[src/rtl/mmu_fault_log.sv]
module mmu_fault_log #(
  parameter logic [15:0] SEED = 16'hCCCC,
  parameter logic [15:0] TAPS = 16'h8805
) (
  input  logic        clk,
  input  logic        rst_n,
  input  logic        fault_i,
  input  logic        miss_i,
  input  logic [1:0]  hit_set_i,
  input  logic [18:0] vpn_i,
  input  logic [7:0]  pid_i,
  input  logic [1:0]  acc_i,
  output logic [31:0] sel_o,
  output logic [31:0] cause_o
);

  logic [15:0] lfsr_q;
  logic [31:0] sel_q, cause_q;
  logic        fb;
  logic [1:0]  set_w;

  assign fb    = ^(lfsr_q & TAPS);
  assign set_w = miss_i ? lfsr_q[1:0] : hit_set_i;

  always_ff @(posedge clk or negedge rst_n) begin
    if (!rst_n) begin
      lfsr_q  <= SEED;
      sel_q   <= '0;
      cause_q <= '0;
    end else if (fault_i) begin
      lfsr_q  <= {fb, lfsr_q[15:1]};
      sel_q   <= {26'd0, set_w, vpn_i[3:0]};
      cause_q <= {vpn_i, cause_q[12:10], acc_i, pid_i};
    end
  end

  assign sel_o   = sel_q;
  assign cause_o = cause_q;

  a_r9_hold: assert property (@(posedge clk) disable iff (!rst_n)
    !fault_i |=> $stable(lfsr_q) && $stable(sel_q) && $stable(cause_q));
  a_r3_shift: assert property (@(posedge clk) disable iff (!rst_n)
    fault_i |=> lfsr_q[14:0] == $past(lfsr_q[15:1]));
  a_r4_miss_set: assert property (@(posedge clk) disable iff (!rst_n)
    fault_i && miss_i |=> sel_o[5:4] == $past(lfsr_q[1:0]));
  a_r5_hit_set: assert property (@(posedge clk) disable iff (!rst_n)
    fault_i && !miss_i |=> sel_o[5:4] == $past(hit_set_i));
  a_r6_index: assert property (@(posedge clk) disable iff (!rst_n)
    fault_i |=> sel_o[3:0] == $past(vpn_i[3:0]));
  a_r7_vpn: assert property (@(posedge clk) disable iff (!rst_n)
    fault_i |=> cause_o[31:13] == $past(vpn_i));
  a_r8_keep: assert property (@(posedge clk) disable iff (!rst_n)
    fault_i |=> cause_o[12:10] == $past(cause_o[12:10]));

endmodule

[config.mk]
export PLATFORM = sky130hd
export DESIGN_NAME = mmu_fault_log
export DESIGN_NICKNAME = d
export VERILOG_FILES = /design/src/rtl/mmu_fault_log.sv
export SDC_FILE = /design/constraint.sdc
export NUM_CORES = 1
export LEC_CHECK = 0
export ABC_AREA = 1
export BUFFER_PORTS_ARGS = -buffer_cell sky130_fd_sc_hd__buf_4
export CELL_PAD_IN_SITES_DETAIL_PLACEMENT = 1
export CELL_PAD_IN_SITES_GLOBAL_PLACEMENT = 1
export CORE_ASPECT_RATIO = 1.25
export CORE_MARGIN = 2
export CORE_UTILIZATION = 30
export CTS_BUF_LIST = sky130_fd_sc_hd__clkbuf_2
export DETAILED_ROUTE_END_ITERATION = 7
export GPL_TIMING_DRIVEN = 0
export HOLD_SLACK_MARGIN = 0.06
export PLACE_DENSITY_LB_ADDON = 0.1
export SYNTH_ARGS = -nofsm -noshare
export SYNTH_HDL_FRONTEND = slang
export SYNTH_SLANG_ARGS = --single-unit
[constraint.sdc]
create_clock -name clk -period 0.83 [get_ports clk]
set_input_delay 0.0415 -clock clk [delete_from_list [all_inputs] [get_ports clk]]
set_output_delay 0.0415 -clock clk [all_outputs]
set_load 0.005 [all_outputs]
* After elaboration in Yosys (flattened, before gate mapping)
Index checks and enable logic that the tools add are counted.
** Cells by class
- Reductions and logical operators :: 1
- Muxes and demuxes :: 1
** Operators by type and width (count)
- $reduce_xor A16 Y1 :: 1
- $mux W2 :: 1
** Word-level totals
- Logic and storage cells :: 5
- Register bits after elaboration :: 51
- Output and inout bits :: 64

* Longest topological paths before layout
- Word-level depth :: 1
- Mapped depth :: 6
- Gate-level depth less buffers :: 6

* Least setup slack after synthesis
Ideal clock, no wire load.
- Path kind :: register -> register
- Start :: register lfsr_q[2]
- End :: register lfsr_q[15]
- Library setup time :: 0.060 ns
- Period minus slack after synthesis :: 0.886 ns
- Arrival time :: 0.826 ns
- Stages on the path, launching flop included :: 7
- Buffers on the path :: 0
- Path slack :: -0.056 ns
- Cell sequence :: dfstp_2 inv_1 nand2_1 nand2_1 nand2_1 nand3_1 nand2_1
** On the way
- Word-level cells in the longest chain between the ends :: 1
** Ends and longest elaborated chain
- from (decl) :: RTL line 17 : logic [15:0] lfsr_q;
- from (signal assigned) :: RTL line 31 : lfsr_q <= {fb, lfsr_q[15:1]};
- $reduce_xor A16 Y1 :: RTL line 22 : assign fb = ^(lfsr_q & TAPS);
No other way between the ends.
A chain may end at the register's enable or synchronous reset.

==> reports/qor.yml <==
sta:
  timing_max_transition_violations_final: 0
  final.min_clock_period_ns: 1.154
  pin_slew_with_the_least_headroom_to_its_limit_ns: 0.6092
  finalSetupViolations: 63
  fin_skew_ns: 0.01686
  slew_headroom_pct: 59.38
  timing.setup.tns_ns: -8.367
  rsz0062_at_grt: "yes"
  post-route-period-util_pct: 139.1
  peak_clock_frequency_supported_by_timing_mhz: 866.4
  finalWorstSetupSlack_ns: -0.3242
  finalHoldViolations: 0
cells_and_area:
  filler_cell_count: 821
  final_cell_area_um2: 3483
  highest_count_cells_in_the_layout_ignoring_fill_and_taps: "nand2_1 (125), buf_4 (73), buf_6 (42)"
  area_delta_synth_final_pct: 65.81
  layout.cells.most_common: "nand2_1"
  layout-drive-gt1-share_pct: 37.37
  utilization_pct: 50.54
  design.final.nets: 430
  antenna-diode-count: 0
critical_path:
  ff2ff_setup_slack_ns: -0.17
  crit_buf_inv: 2
  crit_path_start: "cause_o[16]"
  timing.critical_path.arrival_ns: 1.11
  r2r-start: "lfsr_q[15]"
  crit_path_cell_trace: "buf_6, buf_6"
  worst_path_dominant_cell_family: "flip-flops"
  crit_path_max_fanout: 3
  cp_slowest_cell: "dfrtp_1"
  crit_path_frequent_cell: "buf_6"
  critical_path_cell_count: 2
  end_kind: "primary output"
  endpoint_of_the_worst_register_to_register_path: "lfsr_q[15]"
  reg2regPathDepth: 6
  startpoint_type: "flop"
  crit_end: "sel_o[3]"
  cp_slowest_stage_delay_ns: 0.47
  worst-endpoint-required_ns: 0.79
  worstSetupPathType: "flop to primary output"
floorplanning:
  fp.dieW_um: 78.85
  floorplan.io_pins: 99
  initial_utilization_pct: 30.48
  chipHeight_um: 97.56
  fp.dieArea_um2: 7692
  coreArea_um2: 6892
  placementRows: 34
power_and_ir_drop:
  pwr_per_cell_area_nw_per_um2: 1574
  vdd_drop_max_uv: 783.1
  total_leakage_power_nw: 1.910
  finalPower_mw: 5.482
clocking:
  worstSkewPairLatency_ns: 0.42
  htreeDepth: 2
  cts_made_buffers: 5
  root_buffer: "clkbuf_2"
  clock_tree.buffer_depth: 2
  clock-sinks: 47
  clkTransAtPathRegs_ns: 0.24
  tritoncts: "done"
synthesis:
  synth.avg_cell_area_um2: 8.540
  ys_seq_elements: 47
  yosysSeqAreaShare_pct: 56.46
  total_number_of_yosys_warnings: 0
  post_synth_num_cell_types: 13
  netlist_instances: 246
  synth_area_um2: 2101
run_status:
  violated_checks: "negative setup slack"
  outcome: "finished, violations left"
hold_path:
  timing.hold.worst_path_depth: 5
  holdCritPathClass: "input pin to flop"
  holdCritStartpoint: "fault_i"
global_route:
  grt_antenna_before_repair: 0
  gr_ovfl_total: 0
  grt_pass1_wl_mm: 9.646
  first_global_vias: 2091
  largest_net_degree_at_the_start_of_global_routing: 48
  grt_util_all_layers_pct: 15.85
place:
  dp_hpwl_mm: 3.546
  place_area_um2: 2836
  gp_congestion: 0.7027
  numPortBuffers: 69
route:
  route.antenna.remaining_nets: 0
  wire_per_inst_um: 11.86
  route.detailed.drc: 0
  route.final.wire_length_mm: 5.764
  dr.pass1.iters: 4
  vias_per_cell: 4.053
  dr.first_iter.drc_count: 61
  via_count: 1970
job:
  maxCapViolCount: 0
[repair_timing]
action / 4_1_cts / 5_1_grt
hold buffers: 34 / 3
buffers inserted: 4 / 6
pin swaps: 0 / 6
resized for setup: 42 / 15
endpoints found under the setup margin: 40 / 79
hold endpoints to repair: 89 / 15
[worst register-to-register path: stages (launching register included)]
cell	delay [ns]
dfstp_2	0.65
nand2_2	0.07
inv_2	0.04
nor2_1	0.03
nand2_1	0.05
nand3_1	0.06
nand2_1	0.07
[state kept, by name, indices dropped and copies added, names as in the netlist]
signal,count
cause_o,29
lfsr_q,16
sel_o,2
[layout make-up]
type	count	area [um2]	share of cell area, %
flip-flops and latches	47	1186	34.05
repair buffers	114	1077	30.93
multi-input cells	176	699.4	20.08
plain buffers	42	329.1	9.447
well taps	90	112.6	3.233
inverters	9	38.79	1.114
clock buffers	5	25.02	0.7184
clock inverters	3	15.01	0.4310
[kinds of logic (layout without fill, tap and decap cells)]
group                  after synthesis  in the layout  share of synthesized area [%]
flip-flops                          47             47                          56.46
other                                1             29                         0.1785
buffers and inverters               51            173                          16.26
AND/OR/NAND/NOR                    134            134                          24.00
AO/OA/AOI/OAI                       13             13                          3.097
[worst min path at each step]
| stage | slack (ns) | end |
|---|---|---|
| 6_report | 0.05 | cause_o[18] |
| 5_1_grt | 0.06 | cause_o[19] |
| 4_1_cts | 0.14 | cause_o[2] |
| 3_5_place_dp | 0.1 | cause_o[9] |
| 3_3_place_gp | 0.10 | cause_o[9] |
| 2_1_floorplan | -0.25 | cause_o[0] |
[report_power, final]
group	switching, mW	internal (mW)	leakage (nW)
Combinational	0.650	0.945	1.31
Sequential	0.251	2.69	0.567
Clock	0.752	0.194	0.0325
Total	1.65	3.83	1.91
[metal layers]
metal / track usage (%) / part of all wire [%] / vias up / routed length, um
met5: 0 / 0 / - / 0
met4: 4.907 / 1.2 / 0 / 70
met1: 17.84 / 39 / 943 / 2229
li1: - / - / 978 / -
met2: 29.59 / 56 / 43 / 3252
met3: 3.067 / 3.7 / 6 / 212
[cell usage after synthesis, drive strengths merged]
| cell type | number | area, um2 |
|---|---|---|
| nand3 | 1 | 5.000 |
| dfstp | 8 | 210.2 |
| nor2 | 4 | 15.01 |
| buf | 42 | 307.8 |
| nand2 | 129 | 484.2 |
| conb | 1 | 3.750 |
| dfrtp | 39 | 975.9 |
| inv | 9 | 33.78 |
| o21ai | 13 | 65.06 |
[stage by stage]
| stage | setup slack [ns] | cells | hold slack, ns |
|---|---|---|---|
| floorplan | -0.05421 | 274 | -0.2541 |
| global placement | -0.1206 | 433 | 0.1013 |
| detailed placement | -0.1419 | 433 | 0.09722 |
| CTS | -0.3436 | 479 | 0.1378 |
| global route | -0.3783 | 486 | 0.06108 |
| finish | -0.3242 | 486 | 0.04867 |
(Power assumes the default switching activity.)
